**src/rtl/sflag_pkg.sv**
```systemverilog
package sflag_pkg;
  typedef enum logic [2:0] {
    CLS_HOLD    = 3'd0,
    CLS_ADD     = 3'd1,
    CLS_SUB     = 3'd2,
    CLS_LOGIC   = 3'd3,
    CLS_DIR_SET = 3'd4,
    CLS_DIR_CLR = 3'd5,
    CLS_IE_SET  = 3'd6,
    CLS_IE_CLR  = 3'd7
  } op_cls_e;

  typedef enum logic [1:0] {
    SZ_8   = 2'd0,
    SZ_16  = 2'd1,
    SZ_32  = 2'd2,
    SZ_32X = 2'd3
  } op_size_e;

  typedef struct packed {
    logic cf;
    logic pf;
    logic af;
    logic zf;
    logic sf;
    logic of;
  } arith_flags_t;
endpackage

```
**src/rtl/sflag_width_sel.sv**
```systemverilog
module sflag_width_sel
  import sflag_pkg::*;
#(
  parameter int DATA_W = 32,
  parameter int LANE_W = 8
) (
  input  logic [1:0]        size_i,
  input  logic [DATA_W-1:0] res_i,
  input  logic [DATA_W-1:0] a_i,
  input  logic [DATA_W-1:0] b_i,
  output logic              zero_o,
  output logic              msb_r_o,
  output logic              msb_a_o,
  output logic              msb_b_o
);
  localparam int NUM_LANES = DATA_W / LANE_W;
  localparam int SEL_W     = (NUM_LANES > 1) ? $clog2(NUM_LANES) : 1;

  logic [NUM_LANES-1:0] lane_zero, lane_en, lane_msb_r, lane_msb_a, lane_msb_b;
  logic [SEL_W-1:0]     top_lane;

  // highest byte lane covered by the operand size
  always_comb begin
    top_lane = SEL_W'(NUM_LANES - 1);
    if (size_i == SZ_8)                        top_lane = '0;
    else if (size_i == SZ_16 && NUM_LANES > 1) top_lane = SEL_W'(1);
  end

  for (genvar g = 0; g < NUM_LANES; g++) begin : g_lane
    assign lane_zero[g]  = ~|res_i[g*LANE_W +: LANE_W];
    assign lane_en[g]    = (SEL_W'(g) <= top_lane);
    assign lane_msb_r[g] = res_i[g*LANE_W + LANE_W - 1];
    assign lane_msb_a[g] = a_i[g*LANE_W + LANE_W - 1];
    assign lane_msb_b[g] = b_i[g*LANE_W + LANE_W - 1];
  end

  assign zero_o  = &(lane_zero | ~lane_en);
  assign msb_r_o = lane_msb_r[top_lane];
  assign msb_a_o = lane_msb_a[top_lane];
  assign msb_b_o = lane_msb_b[top_lane];
endmodule

```
**src/rtl/sflag_arith_calc.sv**
```systemverilog
module sflag_arith_calc
  import sflag_pkg::*;
#(
  parameter int NIB_BIT = 4
) (
  input  logic [2:0]   cls_i,
  input  logic         cout_i,
  input  logic [7:0]   res_lo_i,
  input  logic         a_nib_i,
  input  logic         b_nib_i,
  input  logic         zero_i,
  input  logic         msb_r_i,
  input  logic         msb_a_i,
  input  logic         msb_b_i,
  output logic         upd_o,
  output arith_flags_t nxt_o
);
  logic is_add, is_sub, is_logic, arith;

  assign is_add   = (cls_i == CLS_ADD);
  assign is_sub   = (cls_i == CLS_SUB);
  assign is_logic = (cls_i == CLS_LOGIC);
  assign arith    = is_add | is_sub;
  assign upd_o    = arith | is_logic;

  always_comb begin
    nxt_o.pf = ~^res_lo_i;
    nxt_o.zf = zero_i;
    nxt_o.sf = msb_r_i;
    nxt_o.cf = arith & cout_i;
    nxt_o.af = arith & (a_nib_i ^ b_nib_i ^ res_lo_i[NIB_BIT]);
    if (is_add)      nxt_o.of = (msb_a_i == msb_b_i) & (msb_r_i != msb_a_i);
    else if (is_sub) nxt_o.of = (msb_a_i != msb_b_i) & (msb_r_i != msb_a_i);
    else             nxt_o.of = 1'b0;
  end
endmodule

```
**src/rtl/sflag_reg.sv**
```systemverilog
module sflag_reg
  import sflag_pkg::*;
(
  input  logic         clk_i,
  input  logic         rst_ni,
  input  logic [2:0]   cls_i,
  input  logic         upd_i,
  input  arith_flags_t nxt_i,
  output arith_flags_t flags_o,
  output logic         df_o,
  output logic         ie_o
);
  always_ff @(posedge clk_i or negedge rst_ni) begin
    if (!rst_ni) begin
      flags_o <= '0;
      df_o    <= 1'b0;
      ie_o    <= 1'b0;
    end else begin
      if (upd_i) flags_o <= nxt_i;
      case (cls_i)
        CLS_DIR_SET: df_o <= 1'b1;
        CLS_DIR_CLR: df_o <= 1'b0;
        CLS_IE_SET:  ie_o <= 1'b1;
        CLS_IE_CLR:  ie_o <= 1'b0;
        default: ;
      endcase
    end
  end
endmodule

```
**src/rtl/sflag_gen.sv**
```systemverilog
module sflag_gen
  import sflag_pkg::*;
#(
  parameter int DATA_W = 32,
  parameter int LANE_W = 8
) (
  input  logic              clk_i,
  input  logic              rst_ni,
  input  logic [2:0]        op_cls_i,
  input  logic [1:0]        size_i,
  input  logic [DATA_W-1:0] op_a_i,
  input  logic [DATA_W-1:0] op_b_i,
  input  logic [DATA_W-1:0] result_i,
  input  logic              carry_i,
  output logic              carry_o,
  output logic              parity_o,
  output logic              aux_carry_o,
  output logic              zero_o,
  output logic              sign_o,
  output logic              overflow_o,
  output logic              dir_o,
  output logic              int_en_o
);
  localparam int NIB_BIT = 4;

  logic         zero_w, msb_r, msb_a, msb_b, upd;
  arith_flags_t nxt, flags;

  sflag_width_sel #(.DATA_W(DATA_W), .LANE_W(LANE_W)) u_width (
    .size_i (size_i),
    .res_i  (result_i),
    .a_i    (op_a_i),
    .b_i    (op_b_i),
    .zero_o (zero_w),
    .msb_r_o(msb_r),
    .msb_a_o(msb_a),
    .msb_b_o(msb_b)
  );

  sflag_arith_calc #(.NIB_BIT(NIB_BIT)) u_calc (
    .cls_i   (op_cls_i),
    .cout_i  (carry_i),
    .res_lo_i(result_i[7:0]),
    .a_nib_i (op_a_i[NIB_BIT]),
    .b_nib_i (op_b_i[NIB_BIT]),
    .zero_i  (zero_w),
    .msb_r_i (msb_r),
    .msb_a_i (msb_a),
    .msb_b_i (msb_b),
    .upd_o   (upd),
    .nxt_o   (nxt)
  );

  sflag_reg u_reg (
    .clk_i  (clk_i),
    .rst_ni (rst_ni),
    .cls_i  (op_cls_i),
    .upd_i  (upd),
    .nxt_i  (nxt),
    .flags_o(flags),
    .df_o   (dir_o),
    .ie_o   (int_en_o)
  );

  assign carry_o     = flags.cf;
  assign parity_o    = flags.pf;
  assign aux_carry_o = flags.af;
  assign zero_o      = flags.zf;
  assign sign_o      = flags.sf;
  assign overflow_o  = flags.of;
endmodule

```
**config.mk**
```make
export PLATFORM = sky130hd
export DESIGN_NAME = sflag_gen
export DESIGN_NICKNAME = d
export VERILOG_FILES = /design/src/rtl/sflag_pkg.sv /design/src/rtl/sflag_width_sel.sv /design/src/rtl/sflag_arith_calc.sv /design/src/rtl/sflag_reg.sv /design/src/rtl/sflag_gen.sv
export SDC_FILE = /design/constraint.sdc
export NUM_CORES = 1
export LEC_CHECK = 0
export BUFFER_PORTS_ARGS = -buffer_cell sky130_fd_sc_hd__buf_2
export CELL_PAD_IN_SITES_DETAIL_PLACEMENT = 1
export CELL_PAD_IN_SITES_GLOBAL_PLACEMENT = 2
export CORE_ASPECT_RATIO = 1.75
export CORE_MARGIN = 2
export CORE_UTILIZATION = 11
export DETAILED_ROUTE_END_ITERATION = 6
export GPL_TIMING_DRIVEN = 0
export MAX_ROUTING_LAYER = met4
export PLACE_DENSITY_LB_ADDON = 0.1
export SKIP_LAST_GASP = 1
export SLEW_MARGIN = 40
export SYNTH_ARGS = -nofsm -noshare
export SYNTH_HDL_FRONTEND = slang
export SYNTH_SLANG_ARGS = --single-unit
```
**constraint.sdc**
```tcl
create_clock -name clk_i -period 1 [get_ports clk_i]
set_input_delay 0.05 -clock clk_i [delete_from_list [all_inputs] [get_ports clk_i]]
set_output_delay 0.05 -clock clk_i [all_outputs]
set_load 0.005 [all_outputs]
```
## Word-level counts from Yosys, hierarchy flattened

Cells that the tools add are included.

| storage, ports and cells | value |
|---|---|
| output and inout port bits | 8 |
| register bits after elaboration | 8 |

| operators by class | value |
|---|---|
| eq/ne operators | 11 |
| magnitude comparators | 5 |
| bitwise operators | 10 |
| reductions and logical operators | 13 |
| mux-type cells | 12 |

Operator list:

| operator | count |
|---|---|
| 8-bit OR reduction | 4 |
| 3-bit equality test (second input constant) | 4 |
| 8-bit XNOR reduction | 1 |
| 1-bit binary-select mux with 2-bit select | 3 |
| 3-bit by 2-bit equality test with 1-bit output (second input constant) | 2 |
| 1-bit 2-to-1 mux | 5 |
| 1-bit bitwise AND | 4 |
| 1-bit by 2-bit less-or-equal comparator with 1-bit output (first input constant) | 2 |
| 2-bit less-or-equal comparator (first input constant) | 2 |
| 1-bit zero test | 4 |
| 2-bit 2-to-1 mux | 2 |
| 4-bit inverter | 1 |
| 4-bit bitwise OR | 1 |
| 1-bit case mux with 2 select lines | 2 |
| 4-bit AND reduction | 1 |
| 2-bit nonzero test | 2 |
| 3-bit by 1-bit equality test with 1-bit output (second input constant) | 1 |
| 2-bit by 3-bit less-than comparator with 1-bit output (second input constant) | 1 |
| 2-bit by 1-bit equality test with 1-bit output (second input constant) | 1 |
| 2-bit zero test | 1 |
| 1-bit != test | 2 |
| 1-bit bitwise OR | 2 |
| 1-bit bitwise XOR | 2 |
| 1-bit equality test | 1 |

## Depth between registers and ports, before layout

| logic depth | value |
|---|---|
| depth in word-level cells | 9 |
| mapped depth | 6 |

## Modules after synthesis

From an unflattened synthesis, not the netlist that was laid out.

| second synthesis, totals | value |
|---|---|
| cell total of the unflattened synthesis | 69 |
| area, all modules | 718.2 um^2 |

Modules (own cells, without submodules):

| module | seq. area each (um^2) | instances | area each (um^2) | cells an instance |
|---|---|---|---|---|
| sflag_reg | 200.2 | 1 | 339.1 | 21 |
| sflag_arith_calc | 0.0 | 1 | 190.2 | 26 |
| sflag_width_sel | 0.0 | 1 | 188.9 | 22 |

## Least setup slack after synthesis

OpenSTA, ideal clock, no wires.

| timing path | value |
|---|---|
| path kind | input port to flip-flop |
| start point | in result_i[16] |
| end point | reg u_reg.flags_o[2] (netlist bit) |
| setup time | 0.065 ns |
| data required time | 0.935 ns |
| cell stages on the path | 4 |
| arrival | 0.896 ns |
| buffers on the path | 0 |
| setup slack | 0.040 ns |
| path through | nor4_1 > nand4_1 > a2111oi_1 > a21o_1 |

| on the way | value |
|---|---|
| word-level cells in the longest chain between the ends | 4 |

Ends and longest elaborated chain:

| item | line | text |
|---|---|---|
| from (decl) | sflag_gen.sv:13 | `input logic [DATA_W-1:0] result_i,` |
| 8-bit OR reduction | sflag_width_sel.sv:30 | `assign lane_zero[g] = ~\|res_i[g*LANE_W +: LANE_W];` |
| 1-bit zero test | sflag_width_sel.sv:30 |  |
| 4-bit bitwise OR | sflag_width_sel.sv:37 | `assign zero_o = &(lane_zero \| ~lane_en);` |
| 4-bit AND reduction | sflag_width_sel.sv:37 |  |
| to (signal assigned) | sflag_reg.sv:19 | `if (upd_i) flags_o <= nxt_i;` |
| to (decl) | sflag_reg.sv:9 | `output arith_flags_t flags_o,` |

No other way between the ends.
A chain may end at the register's enable or synchronous reset.

## Worst setup path in the final report

| timing path | value |
|---|---|
| start point | in size_i[0] |
| end point | reg u_reg.flags_o[0] (netlist bit) |

| on the way | value |
|---|---|
| word-level cells in the longest chain between the ends | 9 |
| elaborated cells between the ends (all ways) | 17 |
| those cells by class | eq/ne (4); mux (10); bitwise (2); reduce/logical (1) |

Ends and longest elaborated chain:

| item | line | text |
|---|---|---|
| from (decl) | sflag_gen.sv:10 | `input logic [1:0] size_i,` |
| 2-bit by 1-bit equality test with 1-bit output | sflag_width_sel.sv:26 | `else if (size_i == SZ_16 && NUM_LANES > 1) top_lane = SEL_W'(1);` |
| 2-bit 2-to-1 mux | sflag_width_sel.sv:26 |  |
| 2-bit 2-to-1 mux * | sflag_width_sel.sv:25 | `if (size_i == SZ_8) top_lane = '0;` |
| 1-bit binary-select mux with 2-bit select (on tied branches) | sflag_width_sel.sv:39, sflag_width_sel.sv:38, sflag_width_sel.sv:40 |  |
| 1-bit 2-to-1 mux (on tied branches) | sflag_width_sel.sv:39, sflag_width_sel.sv:38, sflag_width_sel.sv:40 |  |
| 1-bit != test (on tied branches) | sflag_arith_calc.sv:33, sflag_arith_calc.sv:32 |  |
| 1-bit bitwise AND | sflag_arith_calc.sv:33 | `else if (is_sub) nxt_o.of = (msb_a_i != msb_b_i) & (msb_r_i != msb_a_i);` |
| 1-bit 2-to-1 mux | sflag_arith_calc.sv:33 |  |
| 1-bit 2-to-1 mux * | sflag_arith_calc.sv:32 | `if (is_add) nxt_o.of = (msb_a_i == msb_b_i) & (msb_r_i != msb_a_i);` |

Mark *: on every way between the ends. The rest lies on a longest branch, timed or not. The select of a mux whose other input is x is not followed.

==> metrics.txt <==
# TYPE chip_impl_metric gauge
chip_impl_info{name="result_of_the_run",value="finished clean"} 1
chip_impl_metric{name="synth_cells",unit=""} 76
chip_impl_info{name="synthDominantAreaCellType",value="dfrtp_1"} 1
chip_impl_metric{name="grt_remaining_overflow",unit=""} 0
chip_impl_metric{name="area_growth_syn_to_layout",unit="%"} 68.4
chip_impl_metric{name="netlist-cell-type-count",unit=""} 27
chip_impl_metric{name="timing.max_slew.rel_slack",unit=""} 0.631
chip_impl_info{name="cts_root_buf",value="clkbuf_8"} 1
chip_impl_metric{name="clkSlewWorstSetupHoldPaths",unit="ns"} 0.04
chip_impl_metric{name="core",unit="um^2"} 5830
chip_impl_metric{name="power_density_of_the_placed_cells",unit="nW/um^2"} 1040
chip_impl_metric{name="antenna_found_initial",unit=""} 0
chip_impl_metric{name="final_nets",unit=""} 245
chip_impl_metric{name="grt_pass1_wl",unit="um"} 4140
chip_impl_metric{name="synth_compound_gate_area_share",unit=""} 0.165
chip_impl_metric{name="timing.fmax",unit="GHz"} 1.08
chip_impl_metric{name="yosys_warnings",unit=""} 0
chip_impl_metric{name="cts-htree-levels",unit=""} 1
chip_impl_metric{name="place_area",unit="um^2"} 1030
chip_impl_metric{name="max_cap_violations",unit=""} 0
chip_impl_info{name="worst_setup_path_end_kind",value="flip-flop"} 1
chip_impl_info{name="worstHoldPathType",value="in2reg"} 1
chip_impl_metric{name="yosysSeqAreaShare",unit=""} 0.304
chip_impl_info{name="cp_top_family",value="multiplexers"} 1
chip_impl_metric{name="cts-root-to-sink-buffers",unit=""} 2
chip_impl_metric{name="syn-cell-area",unit="um^2"} 658
chip_impl_metric{name="vdd_drop_max",unit="V"} 0.000546
chip_impl_info{name="crit_path_kind",value="in2reg"} 1
chip_impl_metric{name="globalRouteTotalUtil",unit=""} 0.0804
chip_impl_metric{name="worst-path-max-fanout",unit=""} 4
chip_impl_metric{name="vias",unit=""} 803
chip_impl_metric{name="clkSinkCount",unit=""} 8
chip_impl_info{name="max_stage_delay_cell_worst_path",value="mux2_4"} 1
chip_impl_info{name="synth_area_leaders",value="dfrtp_1 (30%), ha_1 (7.6%), mux2i_1 (6.1%)"} 1
chip_impl_metric{name="viasPerCell",unit=""} 3.77
chip_impl_metric{name="wl_per_instance",unit="um"} 11.8
chip_impl_metric{name="layout-drive-gt1-share",unit=""} 0.489
chip_impl_metric{name="fin_total_pwr",unit="uW"} 1150
chip_impl_metric{name="post_synth_fa_ha_maj_area_fraction",unit=""} 0.0760
chip_impl_metric{name="place_hpwl",unit="um"} 2220
chip_impl_info{name="critPathLaunchType",value="primary input"} 1
chip_impl_info{name="cts_tree",value="yes"} 1
chip_impl_metric{name="critical_path.n_buffers_inverters",unit=""} 1
chip_impl_metric{name="placement.io_buffers",unit=""} 54
chip_impl_metric{name="initial_utilization",unit=""} 0.113
chip_impl_metric{name="fin_crit_sh",unit=""} 0.925
chip_impl_metric{name="netlist.area_leader.share",unit=""} 0.304
chip_impl_metric{name="syn_avg_cell_area",unit="um^2"} 8.66
chip_impl_metric{name="drc_errors",unit=""} 0
chip_impl_metric{name="num_rows",unit=""} 37
chip_impl_metric{name="synth-xor-area-share",unit=""} 0.0665
chip_impl_metric{name="post-place-ws",unit="ns"} -0.325
chip_impl_metric{name="critical_path_arrival",unit="ns"} 1.02
chip_impl_info{name="rsz0062_at_grt",value="yes"} 1
chip_impl_metric{name="worst-slew-pin-transition",unit="ns"} 0.550
chip_impl_metric{name="clkLatencyLatePin",unit="ns"} 0.22
chip_impl_info{name="largest_family_of_logic_cells_by_synthesized_area",value="simple AND/OR/NAND/NOR gates"} 1
chip_impl_metric{name="drt-pass1-iter-count",unit=""} 2
chip_impl_metric{name="synth_seq_cells",unit=""} 8
chip_impl_metric{name="boundaryPins",unit=""} 112
chip_impl_metric{name="die_y",unit="um"} 106
chip_impl_metric{name="floorplan.die.width",unit="um"} 62.5
chip_impl_metric{name="final_critical_path_setup_slack",unit="ns"} 0.0748
chip_impl_metric{name="drt_iter0_drc",unit=""} 11
chip_impl_info{name="crit_chain",value="buf_8 -> mux2_4 -> mux2i_4 -> nor3_1 -> o211ai_2 -> nand3_1"} 1
chip_impl_metric{name="syn-num-nets",unit=""} 184
chip_impl_metric{name="grt_start_max_net_pins",unit=""} 9
chip_impl_metric{name="design_area",unit="um^2"} 1110
chip_impl_metric{name="grt_pass1_vias",unit=""} 867
chip_impl_metric{name="number_of_non_filler_instances_in_the_completed_layout",unit=""} 213
chip_impl_metric{name="p_leak",unit="uW"} 0.000566
chip_impl_metric{name="yosys.area_share.simple",unit=""} 0.211
chip_impl_metric{name="insertedDiodeCount",unit=""} 0
chip_impl_metric{name="finalSetupViolations",unit=""} 0
chip_impl_metric{name="timing_max_transition_violations_final",unit=""} 0
chip_impl_metric{name="routed_wirelength",unit="um"} 2520
chip_impl_metric{name="cpPeakStageDelay",unit="ns"} 0.31
chip_impl_metric{name="clock-skew-final",unit="ns"} 0
chip_impl_metric{name="cts_buffers",unit=""} 3
chip_impl_metric{name="cp_data_required_time",unit="ns"} 1.10
chip_impl_metric{name="final_hold_viol_count",unit=""} 0
chip_impl_metric{name="postRouteAntennaNets",unit=""} 0
chip_impl_metric{name="dp.cells",unit=""} 208
chip_impl_metric{name="die-area",unit="um^2"} 6640
chip_impl_metric{name="routabilityCongestion",unit=""} 0.659
chip_impl_metric{name="period_minus_slack",unit="ns"} 0.925
chip_impl_metric{name="synth.area.mux_share",unit=""} 0.118
[cells by family (layout without fill, tap and decap cells)]
group                    Yosys count  count (layout)
XOR/XNOR                           5               5
adder cells (fa/ha/maj)            4               4
buffers and inverters             10              69
AND/OR/NAND/NOR                   26              26
AO/OA/AOI/OAI                     17              17
multiplexers                       6               6
flip-flops                         8               8
[sequential cells by signal (all words and copies together) (netlist names)]
signal and flops:
u_reg.df_o 1, u_reg.ie_o 1, u_reg.flags_o 6
[metrics by stage]
stage	util	TNS [ns]	hold slack, ns
after detailed placement	0.176	-0.737	-0.0887
after CTS	0.188	0	0.143
after floorplan	-	0	-0.246
final	0.190	0	0.130
after global placement	0.176	-0.776	-0.0907
after global routing	0.190	-0.00457	0.151
[per-layer routing]
metal	share of wire	up-vias	global-route usage
li1	-	392	-
met1	0.36	369	0.0780
met2	0.56	40	0.154
met3	0.077	2	0.0212
met4	0.0036	0	0.0238
met5	0	-	-
[synthesized netlist by cell type (all sizes together)]
| master | number |
|---|---|
| a21oi | 1 |
| dfrtp | 8 |
| mux2 | 1 |
| nor4 | 6 |
| a21o | 1 |
| o21ai | 9 |
| nand3 | 1 |
| o31ai | 1 |
| a31oi | 1 |
| nand4 | 2 |
| nor2b | 2 |
| nand2 | 8 |
| and3 | 1 |
| xor2 | 1 |
| buf | 1 |
| xnor2 | 4 |
| o211ai | 1 |
| nor4b | 1 |
| a2111oi | 1 |
| nor2 | 4 |
| inv | 9 |
| nor3 | 1 |
| ha | 4 |
| mux2i | 5 |
| a22oi | 2 |
[cells in the final DEF (no fill, tap or decap), types with 2 or more instances in the layout]
cell type  count
buf_2         54
nor4_1         5
o21ai_1        3
clkbuf_8       3
o21ai_0        6
nand2_1        8
a22oi_1        2
nor2_1         4
nand4_1        2
mux2i_1        4
dfrtp_1        8
inv_1          9
ha_1           4
xnor2_1        4
[path summary, 6_finish.rpt]
| path | startpoint | slack, ns | end | cells after the start |
|---|---|---|---|---|
| worst min register to register | u_reg.flags_o[2] | 0.47 | u_reg.flags_o[2] | 1 |
| worst max register to register | u_reg.flags_o[3] | 0.20 | u_reg.flags_o[3] | 2 |
| max in group asynchronous | rst_ni | 0.63 | u_reg.flags_o[5] | 2 |
| worst max-delay path | size_i[0] | 0.07 | u_reg.flags_o[0] | 6 |
| min in group asynchronous | rst_ni | 0.20 | u_reg.ie_o | 2 |
| worst min-delay path | op_cls_i[1] | 0.13 | u_reg.df_o | 2 |
[power by group]
group	leakage (uW)	internal (uW)	switching, uW
registers	0.000102	373	26.7
logic	0.000442	202	181
clock network	0.0000216	259	112
total	0.000566	835	320
[layout make-up]
class                      instances  area, um^2
buffer                             1        5.00
clock buffer                       3        41.3
fill                             745        4720
inverter                           9        33.8
multi-input combinational         58         433
sequential                         8         200
tap                               78        97.6
timing repair buffer              56         298
[timing repair]
| item | CTS | global route |
|---|---|---|
| pin swaps | 2 | 2 |
| setup endpoints to repair | 2 | 1 |
| hold buffers | 1 | 0 |
| setup buffers | 1 | 0 |
| endpoints found under the hold margin | 8 | 0 |
| gates resized for setup | 3 | 3 |
Power figures use the tool's default switching activity.
